--- src/rtl/pgw_pkg.sv ---
package pgw_pkg;
   localparam int unsigned BIT_PRESENT  = 0;
   localparam int unsigned BIT_WRITABLE = 1;
   localparam int unsigned BIT_USER     = 2;
   localparam int unsigned BIT_ACCESSED = 5;
   localparam int unsigned BIT_DIRTY    = 6;
   localparam int unsigned CAUSE_W      = 3;

   typedef enum logic [2:0] {
      ST_IDLE   = 3'd0,
      ST_DIR_RD = 3'd1,
      ST_DIR_WR = 3'd2,
      ST_TBL_RD = 3'd3,
      ST_TBL_WR = 3'd4,
      ST_RESP   = 3'd5
   } walk_state_e;

   typedef struct packed {
      logic user;
      logic write;
      logic prot;
   } fault_cause_t;
endpackage

--- src/rtl/pgw_addr.sv ---
module pgw_addr #(
   parameter int unsigned AW    = 32,
   parameter int unsigned OFF_W = 12,
   parameter int unsigned IDX_W = 10
) (
   input  logic [AW-OFF_W-1:0] base_frame,
   input  logic [IDX_W-1:0]    index,
   output logic [AW-1:0]       entry_addr
);
   localparam int unsigned PAD_W = OFF_W - IDX_W;

   generate
      if (PAD_W < 1) begin : g_bad
         $error("pgw_addr: offset field must exceed index field");
      end
   endgenerate

   assign entry_addr = {base_frame, index, {PAD_W{1'b0}}};
endmodule

--- src/rtl/pgw_rights.sv ---
module pgw_rights
   import pgw_pkg::*;
#(
   parameter int unsigned DW   = 32,
   parameter bit          LEAF = 1'b0
) (
   input  logic [DW-1:0] entry,
   input  logic          is_user,
   input  logic          is_write,
   input  logic          wp,
   output logic          not_present,
   output logic          prot_fault,
   output logic [DW-1:0] updated,
   output logic          need_wb
);
   logic          user_denied;
   logic          write_denied;
   logic [DW-1:0] set_mask;

   generate
      if (LEAF) begin : g_leaf
         always_comb begin
            set_mask = '0;
            set_mask[BIT_ACCESSED] = 1'b1;
            set_mask[BIT_DIRTY]    = is_write;
         end
      end else begin : g_dir
         always_comb begin
            set_mask = '0;
            set_mask[BIT_ACCESSED] = 1'b1;
         end
      end
   endgenerate

   always_comb begin
      not_present  = ~entry[BIT_PRESENT];
      user_denied  = is_user & ~entry[BIT_USER];
      write_denied = is_write & ~entry[BIT_WRITABLE] & (is_user | wp);
      prot_fault   = ~not_present & (user_denied | write_denied);
      updated      = entry | set_mask;
      need_wb      = (updated != entry);
   end
endmodule

--- src/rtl/pgw_top.sv ---
module pgw_top
   import pgw_pkg::*;
#(
   parameter int unsigned AW    = 32,
   parameter int unsigned OFF_W = 12,
   parameter int unsigned IDX_W = 10
) (
   input  logic          clk,
   input  logic          rst_n,
   input  logic          dbase_we,
   input  logic [AW-1:0] dbase_in,
   input  logic          wp_en,
   input  logic          req_valid,
   output logic          req_ready,
   input  logic [AW-1:0] req_lin,
   input  logic          req_write,
   input  logic          req_user,
   output logic          rsp_valid,
   output logic          rsp_fault,
   output logic [2:0]    rsp_cause,
   output logic [AW-1:0] rsp_paddr,
   output logic          mem_req,
   output logic          mem_we,
   output logic          mem_lock,
   output logic [AW-1:0] mem_addr,
   output logic [AW-1:0] mem_wdata,
   input  logic          mem_ack,
   input  logic [AW-1:0] mem_rdata
);
   localparam int unsigned LEVELS = 2;
   localparam int unsigned PFN_W  = AW - OFF_W;

   generate
      if (LEVELS * IDX_W + OFF_W != AW) begin : g_bad_split
         $error("pgw_top: index and offset fields must cover the address");
      end
      if (OFF_W <= BIT_DIRTY) begin : g_bad_off
         $error("pgw_top: offset too narrow for status bits");
      end
   endgenerate

   walk_state_e   state_q;
   logic [AW-1:0] dbase_q;
   logic [AW-1:0] lin_q;
   logic          wr_q, usr_q, wp_q;
   logic [PFN_W-1:0] frame_q;
   logic [AW-1:0] ent_q;
   logic [AW-1:0] paddr_q;
   logic          fault_q;
   fault_cause_t  cause_q;

   logic [PFN_W-1:0] lvl_base [LEVELS];
   logic [IDX_W-1:0] lvl_idx  [LEVELS];
   logic [AW-1:0]    lvl_addr [LEVELS];
   logic             lvl_np   [LEVELS];
   logic             lvl_prot [LEVELS];
   logic [AW-1:0]    lvl_upd  [LEVELS];
   logic             lvl_wb   [LEVELS];

   assign lvl_base[0] = dbase_q[AW-1:OFF_W];
   assign lvl_base[1] = frame_q;

   generate
      for (genvar l = 0; l < LEVELS; l++) begin : g_lvl
         localparam int unsigned HI = AW - 1 - l * IDX_W;
         assign lvl_idx[l] = lin_q[HI -: IDX_W];

         pgw_addr #(.AW(AW), .OFF_W(OFF_W), .IDX_W(IDX_W)) u_addr (
            .base_frame (lvl_base[l]),
            .index      (lvl_idx[l]),
            .entry_addr (lvl_addr[l])
         );

         pgw_rights #(.DW(AW), .LEAF(l == LEVELS - 1)) u_rights (
            .entry       (mem_rdata),
            .is_user     (usr_q),
            .is_write    (wr_q),
            .wp          (wp_q),
            .not_present (lvl_np[l]),
            .prot_fault  (lvl_prot[l]),
            .updated     (lvl_upd[l]),
            .need_wb     (lvl_wb[l])
         );
      end
   endgenerate

   always_ff @(posedge clk) begin
      if (!rst_n) begin
         state_q <= ST_IDLE;
         dbase_q <= '0;
         lin_q   <= '0;
         wr_q    <= 1'b0;
         usr_q   <= 1'b0;
         wp_q    <= 1'b0;
         frame_q <= '0;
         ent_q   <= '0;
         paddr_q <= '0;
         fault_q <= 1'b0;
         cause_q <= '0;
      end else begin
         if (dbase_we) dbase_q <= dbase_in;
         case (state_q)
            ST_IDLE: begin
               if (req_valid) begin
                  lin_q   <= req_lin;
                  wr_q    <= req_write;
                  usr_q   <= req_user;
                  wp_q    <= wp_en;
                  fault_q <= 1'b0;
                  cause_q <= '0;
                  state_q <= ST_DIR_RD;
               end
            end
            ST_DIR_RD: begin
               if (mem_ack) begin
                  if (lvl_np[0] || lvl_prot[0]) begin
                     fault_q <= 1'b1;
                     cause_q <= '{user: usr_q, write: wr_q, prot: lvl_prot[0]};
                     state_q <= ST_RESP;
                  end else begin
                     frame_q <= mem_rdata[AW-1:OFF_W];
                     ent_q   <= lvl_upd[0];
                     state_q <= lvl_wb[0] ? ST_DIR_WR : ST_TBL_RD;
                  end
               end
            end
            ST_DIR_WR: begin
               if (mem_ack) state_q <= ST_TBL_RD;
            end
            ST_TBL_RD: begin
               if (mem_ack) begin
                  if (lvl_np[1] || lvl_prot[1]) begin
                     fault_q <= 1'b1;
                     cause_q <= '{user: usr_q, write: wr_q, prot: lvl_prot[1]};
                     state_q <= ST_RESP;
                  end else begin
                     ent_q   <= lvl_upd[1];
                     paddr_q <= {mem_rdata[AW-1:OFF_W], lin_q[OFF_W-1:0]};
                     state_q <= lvl_wb[1] ? ST_TBL_WR : ST_RESP;
                  end
               end
            end
            ST_TBL_WR: begin
               if (mem_ack) state_q <= ST_RESP;
            end
            ST_RESP: state_q <= ST_IDLE;
            default: state_q <= ST_IDLE;
         endcase
      end
   end

   always_comb begin
      req_ready = (state_q == ST_IDLE);
      rsp_valid = (state_q == ST_RESP);
      rsp_fault = fault_q;
      rsp_cause = cause_q;
      rsp_paddr = fault_q ? '0 : paddr_q;
      mem_req   = (state_q == ST_DIR_RD) || (state_q == ST_DIR_WR) ||
                  (state_q == ST_TBL_RD) || (state_q == ST_TBL_WR);
      mem_we    = (state_q == ST_DIR_WR) || (state_q == ST_TBL_WR);
      mem_lock  = mem_req;
      mem_addr  = ((state_q == ST_TBL_RD) || (state_q == ST_TBL_WR)) ? lvl_addr[1] : lvl_addr[0];
      mem_wdata = ent_q;
   end
endmodule

--- config.mk ---
export PLATFORM = sky130hd
export DESIGN_NAME = pgw_top
export DESIGN_NICKNAME = d
export VERILOG_FILES = /design/src/rtl/pgw_pkg.sv /design/src/rtl/pgw_addr.sv /design/src/rtl/pgw_rights.sv /design/src/rtl/pgw_top.sv
export SDC_FILE = /design/constraint.sdc
export NUM_CORES = 1
export LEC_CHECK = 0
export BUFFER_PORTS_ARGS = -buffer_cell sky130_fd_sc_hd__buf_2
export CORE_ASPECT_RATIO = 1.75
export CORE_UTILIZATION = 54
export DETAILED_ROUTE_END_ITERATION = 8
export HOLD_SLACK_MARGIN = 0.02
export PLACE_DENSITY = 0.85
export SLEW_MARGIN = 20
export SYNTH_ARGS = -nofsm -noshare
export SYNTH_HDL_FRONTEND = slang
export SYNTH_SLANG_ARGS = --single-unit
--- constraint.sdc ---
create_clock -name clk -period 4.8 [get_ports clk]
set_clock_uncertainty 0.1 [all_clocks]
set_input_delay 1.44 -clock clk [delete_from_list [all_inputs] [get_ports clk]]
set_output_delay 1.44 -clock clk [all_outputs]
set_load 0.03 [all_outputs]
==> qor.txt, run 1 <==
outcome = finished clean
Critical Path End Type = output port
Reg2Reg Launch Point = state_q[2]$_SDFFE_PN0P_
Sum Neg Setup Slack = 0 ps
area delta synth->final = 25.5%
ant diodes = 0
Final ANT Viol Nets = 0
clk_lat worst skew = 410 ps
worst hold start = mem_wdata[18]$_SDFFE_PN0P_
Crit path arrival time = 2610 ps
Max-slew headroom = 29.6%
Post-Route WL = 16300 um
Least-Margin Pin Slew = 1060 ps
first-pass GRT wire length = 24700 um
layout cells sized above 1 = 30.2%
Startpoint Class = flop
Std-Cell Rows = 50
1st-pass router iterations = 4
Core Area = 10800 sq um
Die Y = 142 um
CTS hold repair buffers = 0
flip-flop and latch area = 2920 sq um
Port Buf Inserts = 194
Design Area, Final = 7560 sq um
Post-Synthesis Cells = 724
EDFF count, synth = 0
Seq cells post-synth = 146
slowest cell delay on critical path = 590 ps
endpoints failing hold = 0
Setup WS pre-CTS = 1100 ps
worst-path cell chain = nor2_1 > nand2_1 > a21boi_4 > buf_4 > mux2_2 > buf_2
Post-DP HPWL = 11100 um
root buffer cell = clkbuf_16
Yosys warning count = 0
PnR worst setup slack = 655 ps
Setup violations, final = 0
total gr overflow = 0
Clk pin slew, worst setup/hold paths = 60 ps
Final #Nets = 987
Worst Setup Path Type = flop to output port
die area = 11600 sq um
largest net degree at the start of global routing = 103
Hold Path Stages = 2
Initial DRC Count = 340
total CTS buffers = 17
drt wl/cell = 15.9 um
Num Clock Sinks = 146
Syn Area/Cell = 8.32 sq um
maximum VDD drop = 0.317 mV
Reg2Reg Setup Slack = 2290 ps
Global Route Usage Sum = 28.3%
I/O pins = 209
worst min-delay path class = flop to flop
min Tclk post-route = 4150 ps
Cell Area, Synth = 6020 sq um
CTS-repair resized insts = 0
most area-hungry cell type in the Yosys netlist = dfxtp_1
Via density = 5.52
R2R cell count = 4
Initial Util = 56.0%
Slew Viols, Final = 0
ys flop type = dfxtp_1
RSZ-0062 raised after global routing = false
synth top area cells = dfxtp_1 49%, a21oi_1 10%, nand2_1 8.3%
worst path required time = 3260 ps
CTS tree = done
Worst Setup SP = state_q[1]$_SDFFE_PN0P_
gpl congestion = 0.811
Remaining DRCs = 0
post-synthesis sequential area ratio = 48.5%
Die Wd = 81.8 um
Vias = 5664
area of the multi-input gates = 2810 sq um
pwr/cell area = 407 nW/um^2
Post-DP Area = 6970 sq um
Post-Route Utilization = 70.3%
FILL cells = 890
crit path max-delay cell type = dfxtp_1
Fmax achieved = 241 MHz
area fraction of the dominant cell type after synthesis = 48.5%
Netlist cell types = 42
CP max FO = 23
Final Cycle Share = 86.4%
htree depth = 4
Async SR Flop Fraction = 0%
Max Cap Viol = 0
Setup Buffers After CTS = 0
Max Root-Sink Buffers = 2
number of global-route vias before repair = 5060
Static Leak = 3.32 nW
initial antenna violation count = 0
Final Power = 3.08 mW
critical path, delay by kind of cell, from the launching register on:
| kind | cells | cell delay, ps |
|---|---|---|
| multiplexers | 1 | 380 |
| buffers and inverters | 2 | 570 |
| flip-flops | 1 | 590 |
| AND/OR/NAND/NOR | 2 | 290 |
| AO/OA/AOI/OAI | 1 | 350 |
where the power goes:
group	switching, mW	internal [mW]
Sequential	0.0393	1.27
Combinational	0.308	0.145
Clock	0.528	0.787
per-stage QoR:
step | hold WS [ps] | instances
3_5_place_dp | 344 | 994
4_1_cts | 352 | 1026
2_1_floorplan | 332 | 725
6_report | 350 | 1026
3_3_place_gp | 339 | 994
5_1_grt | 372 | 1026
synthesized netlist by cell type (2+ instances only):
library cell and instances:
a21oi_1 121, buf_2 16, buf_4 7, buf_6 3
clkbuf_1 38, dfxtp_1 146, inv_1 3, mux2_1 6
mux2_2 25, mux2i_1 22, nand2_1 133, nand2b_1 4
nand3_1 55, nor2_1 30, nor2b_1 33, nor3_1 2
o2111a_1 2, o21ai_0 43, o21ai_1 11, o22ai_1 2
final timing paths:
check | end
worst min register to register | mem_wdata[18]$_SDFFE_PN0P_
worst max-delay path | mem_addr[10]
worst max register to register | lin_q[7]$_SDFFE_PN0P_
worst min-delay path | mem_wdata[18]$_SDFFE_PN0P_
kinds of logic after synthesis:
family / share of synthesized area, %
compound gates: 16.7
xor+xnor: 0.145
buf+inv: 5.44
flops: 48.5
mux: 9.45
other cells: 0.0622
simple gates: 19.7
state kept, by name (all words and copies together) (netlist names):
register,count
lin_q,32
mem_wdata,32
paddr_q,32
dbase_q,20
frame_q,20
rsp_cause,3
state_q,3
rsp_fault,1
usr_q,1
wp_q,1
wr_q,1
layout make-up:
class                           count  share of cell area (%)
Clock buffer                       19                    5.86
Clock inverter                     13                    1.99
Inverter                            4                   0.232
Multi-Input combinational cell    510                    37.1
Sequential cell                   146                    38.6
Tap cell                          130                    2.15
Timing Repair Buffer              204                    14.0
cells in the final DEF, fill, tap and decap left out, types with 17 or more instances in the layout:
cell type,n
mux2i_1,22
mux2_2,25
dfxtp_1,146
nand2_1,133
clkbuf_16,17
buf_2,194
a21oi_1,121
o21ai_0,43
nor2b_1,32
nand3_1,55
nor2_1,30
routing by layer:
layer	GRT usage (%)	wire length (um)
met1	29.7	5940
met2	51.8	9050
met3	6.11	808
met5	0	0
met4	12.5	466
Power figures use the tool's default switching activity.
==> run 2: changes to the inputs <==
==> constraint.sdc (replaced) <==
create_clock -name clk -period 5.1 [get_ports clk]
set_clock_uncertainty 0.1 [all_clocks]
set_input_delay 1.53 -clock clk [delete_from_list [all_inputs] [get_ports clk]]
set_output_delay 1.53 -clock clk [all_outputs]
set_load 0.01 [all_outputs]
==> run 2 against run 1 <==
Against the previous run: routed wire length up 0.81%; flip-flop and latch count unchanged; global-route usage up 0.28 points; die area unchanged; utilization down 0.28 points; critical endpoint is now mem_addr[24]; largest power group unchanged.
==> qor.txt, run 2 (same netlist as run 1, synthesis figures left out) <==
Final ANT Viol Nets = 0 (unchanged)
Core Area = 10800 sq um (unchanged)
root buffer cell = clkbuf_16
1st-pass router iterations = 5 (+1)
commonest non-fill, non-tap cells in the layout = 194 x buf_2, 146 x dfxtp_1, 133 x nand2_1
Clock Power Share = 43.1% (+0.4 points)
sw power = 0.725 mW (-17%)
drt wl/cell = 16.0 um (+1.0%)
worst-path cell chain = nor2_1 > nand2_1 > a21boi_4 > mux2_2 > buf_2
Max Root-Sink Buffers = 2 (unchanged)
worst path required time = 3470 ps (+210 ps)
CP max FO = 30 (+30%)
Vias = 5741 (+1.4%)
first-pass GRT wire length = 25000 um (+1.3%)
Slew Viols, Final = 0 (unchanged)
Placed Cells = 993 (-0.10%)
Clk pin slew, worst setup/hold paths = 60 ps (about the same)
area of the multi-input gates = 2810 sq um (unchanged)
commonest non-fill, non-tap cell in the layout = buf_2
Post-DP HPWL = 10900 um (-1.6%)
Final #Nets = 986 (-0.10%)
Post-Layout Cell Count = 1024 (-0.19%)
Port Buf Inserts = 194 (unchanged)
Setup violations, final = 0 (unchanged)
outcome = finished clean
Max Cap Viol = 0 (unchanged)
largest net degree at the start of global routing = 112 (+8.7%)
total CTS buffers = 17 (unchanged)
CTS tree = done
clk_lat worst skew = 420 ps (about the same)
Reg power frac = 44.0% (+1.4 points)
slowest cell delay on critical path = 860 ps (+270 ps)
layout cells sized above 1 = 30.0% (-0.27 points)
flip-flop and latch area = 2920 sq um (unchanged)
worst min-delay path class = flop to flop
Std-Cell Rows = 50 (unchanged)
Remaining DRCs = 0 (unchanged)
area delta synth->final = 25.0%
Gate power share = 12.8% (-1.9 points)
number of global-route vias before repair = 5238 (+3.5%)
Startpoint Class = flop
Worst Setup Path Type = flop to output port
Int Pwr = 2.09 mW (-5.4%)
Global Route Usage Sum = 28.5% (+0.28 points)
Fmax achieved = 229 MHz
Final Cycle Share = 85.5%
total gr overflow = 0 (unchanged)
Via density = 5.61 (+1.6%)
CTS hold repair buffers = 0 (unchanged)
Initial DRC Count = 322 (-5.3%)
Setup Buffers After CTS = 0 (unchanged)
RSZ-0062 raised after global routing = false
die area = 11600 sq um (unchanged)
Num Clock Sinks = 146 (unchanged)
FILL cells = 909 (+2.1%)
min Tclk post-route = 4360 ps
Post-Route WL = 16400 um (+0.81%)
Critical Path End Type = output port
htree depth = 4 (unchanged)
endpoints failing hold = 0 (unchanged)
Crit path arrival time = 2730 ps (+120 ps)
Die Y = 142 um (unchanged)
Static Leak = 3.31 nW (-0.14%)
Initial Util = 56.0% (unchanged)
gpl congestion = 0.831 (+2.4%)
initial antenna violation count = 0 (unchanged)
CTS-repair resized insts = 0 (unchanged)
Max-slew headroom = 27.4% (-2.2 points)
Reg2Reg Setup Slack = 2620 ps (+330 ps)
I/O pins = 209 (unchanged)
Die Wd = 81.8 um (unchanged)
Least-Margin Pin Slew = 1090 ps (+29.6 ps)
maximum VDD drop = 0.291 mV (-8.2%)
crit path max-delay cell type = a21boi_4
ant diodes = 0 (unchanged)
Sw Ratio = 25.8% (-2.6 points)
Sum Neg Setup Slack = 0 ps (unchanged)
pwr/cell area = 373 nW/um^2 (-8.3%)
run 2: per-layer routing:
layer | vias up | share of wire, % | track usage [%]
li1 | 2765 | - | -
met1 | 2647 | 36 | 30.0
met2 | 262 | 52 | 48.8
met3 | 67 | 6.5 | 7.85
met4 | 0 | 5.7 | 17.5
met5 | - | 0 | 0
run 2: critical path: cells and delay by family, from the launching register on:
| kind | cells | cell delay (ps) |
|---|---|---|
| AOI/OAI and AO/OA | 1 | 860 |
| buffers and inverters | 1 | 150 |
| DFF | 1 | 580 |
| muxes | 1 | 430 |
| and+or+nand+nor | 2 | 280 |
run 2: worst paths after layout:
kind	from	end	depth (start not counted)
hold reg to reg	mem_wdata[18]$_SDFFE_PN0P_	mem_wdata[18]$_SDFFE_PN0P_	2
setup reg to reg	state_q[2]$_SDFFE_PN0P_	lin_q[5]$_SDFFE_PN0P_	4
setup / recovery	state_q[1]$_SDFFE_PN0P_	mem_addr[24]	5
hold / removal	mem_wdata[18]$_SDFFE_PN0P_	mem_wdata[18]$_SDFFE_PN0P_	2
run 2: final cells by class:
type / instances / area share [%]
clock buffer: 22 / 6.30
inverter: 4 / 0.266
clock inverter: 9 / 1.41
timing repair buffer: 203 / 13.8
sequential: 146 / 38.8
multi-input combinational: 510 / 37.3
tap: 130 / 2.16
run 2: power groups by stage:
stage	logic, mW	registers [mW]	clock network, mW
after floorplan	0.243	1.25	0
after global placement	0.354	1.26	0
after detailed placement	0.359	1.26	0
after CTS	0.362	1.24	1.23
after global routing	0.397	1.24	1.27
final	0.361	1.24	1.21
run 2: stage by stage:
step                utilization [%]  power [mW]  cell area (sq um)  hold WS, ps  setup WS [ps]
floorplan                         -        1.49               6030          332           2050
finish                         70.0        2.81               7530          348            738
CTS                            70.0        2.83               7530          351            718
detailed placement             64.6        1.62               6950          343           1180
global route                   70.0        2.91               7530          365            568
global placement               64.6        1.61               6950          339           1220
==> run 3: changes to the inputs <==
CORE_UTILIZATION = 45   (was 54)
PLACE_DENSITY = 0.76   (was 0.85)
clock period = 3.65 ns   (was 5.1 ns; I/O delays follow)
==> run 3 against run 2 <==
Against the previous run: setup slack worse by 560 ps; register-to-register slack got worse by 1100 ps; highest routed layer unchanged; worst hold slack better by 0.96 ps; clock power is 44% higher; clock-buffer cell count decreased by 2; sequential power is 39% higher; flip-flop and latch count did not move.
==> qor.txt, run 3 (same netlist as run 1, synthesis figures left out) <==
worst min-delay path class = flop to flop
CTS-repair resized insts = 0 (unchanged)
Std-Cell Rows = 55 (+10%)
Initial DRC Count = 221 (-31%)
CTS tree = done
worst path required time = 2450 ps (-1020 ps)
Post-DP HPWL = 11400 um (+4.5%)
area delta synth->final = 27.6%
gpl congestion = 0.838 (+0.88%)
CP max FO = 21 (-30%)
Post-Route WL = 16700 um (+1.8%)
number of global-route vias before repair = 5298 (+1.1%)
Crit path arrival time = 2270 ps (-460 ps)
Worst Setup Path Type = flop to output port
Post-Route Utilization = 59.1% (-11 points)
root buffer cell = clkbuf_16
Final ANT Viol Nets = 0 (unchanged)
Fmax achieved = 288 MHz
total CTS buffers = 17 (unchanged)
ant diodes = 0 (unchanged)
Slew Viols, Final = 0 (unchanged)
clk_lat worst skew = 410 ps (about the same)
Setup Buffers After CTS = 0 (unchanged)
crit path max-delay cell type = dfxtp_1
Global Route Usage Sum = 24.2% (-4.3 points)
Min Hold Slack = 349 ps (+0.964 ps)
Least-Margin Pin Slew = 957 ps (-129 ps)
CTS hold repair buffers = 0 (unchanged)
drt wl/cell = 15.5 um (-2.9%)
Max Root-Sink Buffers = 2 (unchanged)
min Tclk post-route = 3470 ps
RSZ-0062 raised after global routing = false
maximum VDD drop = 0.324 mV (+12%)
largest net degree at the start of global routing = 57 (-49%)
Vias = 5620 (-2.1%)
layout cells sized above 1 = 30.6% (+0.59 points)
endpoints failing hold = 0 (unchanged)
Setup violations, final = 0 (unchanged)
slowest cell delay on critical path = 460 ps (-400 ps)
1st-pass router iterations = 5 (unchanged)
commonest non-fill, non-tap cells in the layout = 194 x buf_2, 146 x dfxtp_1, 133 x nand2_1
Max-slew headroom = 36.2% (+8.7 points)
Remaining DRCs = 0 (unchanged)
worst-path cell chain = inv_1 > nor2_1 > a21boi_4 > buf_4 > mux2_1 > buf_2
total gr overflow = 0 (unchanged)
commonest non-fill, non-tap cell in the layout = buf_2
Num Clock Sinks = 146 (unchanged)
initial antenna violation count = 0 (unchanged)
Critical Path End Type = output port
Max Cap Viol = 0 (unchanged)
die area = 13900 sq um (+20%)
Clk pin slew, worst setup/hold paths = 60 ps (about the same)
Initial Util = 46.3% (-9.7 points)
Static Leak = 3.37 nW (+1.7%)
first-pass GRT wire length = 25400 um (+1.7%)
outcome = finished clean
Via density = 5.23 (-6.7%)
Startpoint Class = flop
Die Wd = 89.5 um (+9.3%)
I/O pins = 209 (unchanged)
Port Buf Inserts = 194 (unchanged)
Final Cycle Share = 95.0%
Core Area = 13000 sq um (+21%)
Final #Nets = 994 (+0.81%)
Sum Neg Setup Slack = 0 ps (unchanged)
Die Y = 155 um (+9.4%)
htree depth = 4 (unchanged)
pwr/cell area = 519 nW/um^2 (+39%)
[run 3: changes by cell type in the layout (fill, tap and decap cells not counted), sizes merged]
cell	delta
buf	+8
inv	+4
clkbuf	-2
clkinvlp	-2
clkinv	+1
[run 3: stage by stage]
stage / setup WS, ps / std cells / power [mW] / area (sq um)
3_5_place_dp: 640 / 1042 / 2.28 / 7100
3_3_place_gp: 658 / 1042 / 2.27 / 7100
5_1_grt: 11.7 / 1074 / 4.14 / 7690
6_report: 183 / 1074 / 3.99 / 7690
4_1_cts: 177 / 1074 / 4.02 / 7690
2_1_floorplan: 1030 / 725 / 2.08 / 6030
[run 3: cell type report]
| class | instances | area [sq um] |
|---|---|---|
| Clock buffer | 20 | 447 |
| Clock inverter | 12 | 146 |
| Fill cell | 1231 | 5320 |
| Inverter | 4 | 17.5 |
| Multi-Input combinational cell | 510 | 2820 |
| Sequential cell | 146 | 2920 |
| Tap cell | 171 | 214 |
| Timing Repair Buffer | 211 | 1120 |
[run 3: power breakdown]
part,switching (mW),internal [mW],total [mW]
Combinational,0.326,0.200,0.526
Sequential,0.0447,1.67,1.72
Clock,0.705,1.04,1.74
Total,1.08,2.91,3.99
[run 3: path summary, 6_finish.rpt]
| path | cells past startpoint | to | slack [ps] | startpoint |
|---|---|---|---|---|
| setup reg to reg | 4 | mem_wdata[6]$_SDFFE_PN0P_ | 1560 | usr_q$_SDFFE_PN0P_ |
| hold / removal | 2 | mem_wdata[16]$_SDFFE_PN0P_ | 350 | mem_wdata[16]$_SDFFE_PN0P_ |
| hold reg to reg | 2 | mem_wdata[16]$_SDFFE_PN0P_ | 350 | mem_wdata[16]$_SDFFE_PN0P_ |
| setup / recovery | 6 | mem_addr[12] | 180 | state_q[0]$_SDFFE_PN0P_ |
[run 3: layer usage]
| layer | part of all wire, % | vias to the layer above | routed length [um] | track usage [%] |
|---|---|---|---|---|
| met5 | 0 | - | 0 | 0 |
| met4 | 4.8 | 0 | 795 | 14.8 |
| met3 | 4.3 | 40 | 716 | 4.83 |
| met2 | 53 | 164 | 8830 | 43.7 |
| met1 | 38 | 2632 | 6350 | 24.8 |
| li1 | - | 2784 | - | - |
[run 3: critical path: cells and delay by family, from the launching register on]
family                 cells  cell delay, ps
AOI/OAI and AO/OA          1             110
buffers and inverters      3             530
muxes                      1             330
DFF                        1             460
and+or+nand+nor            1             410
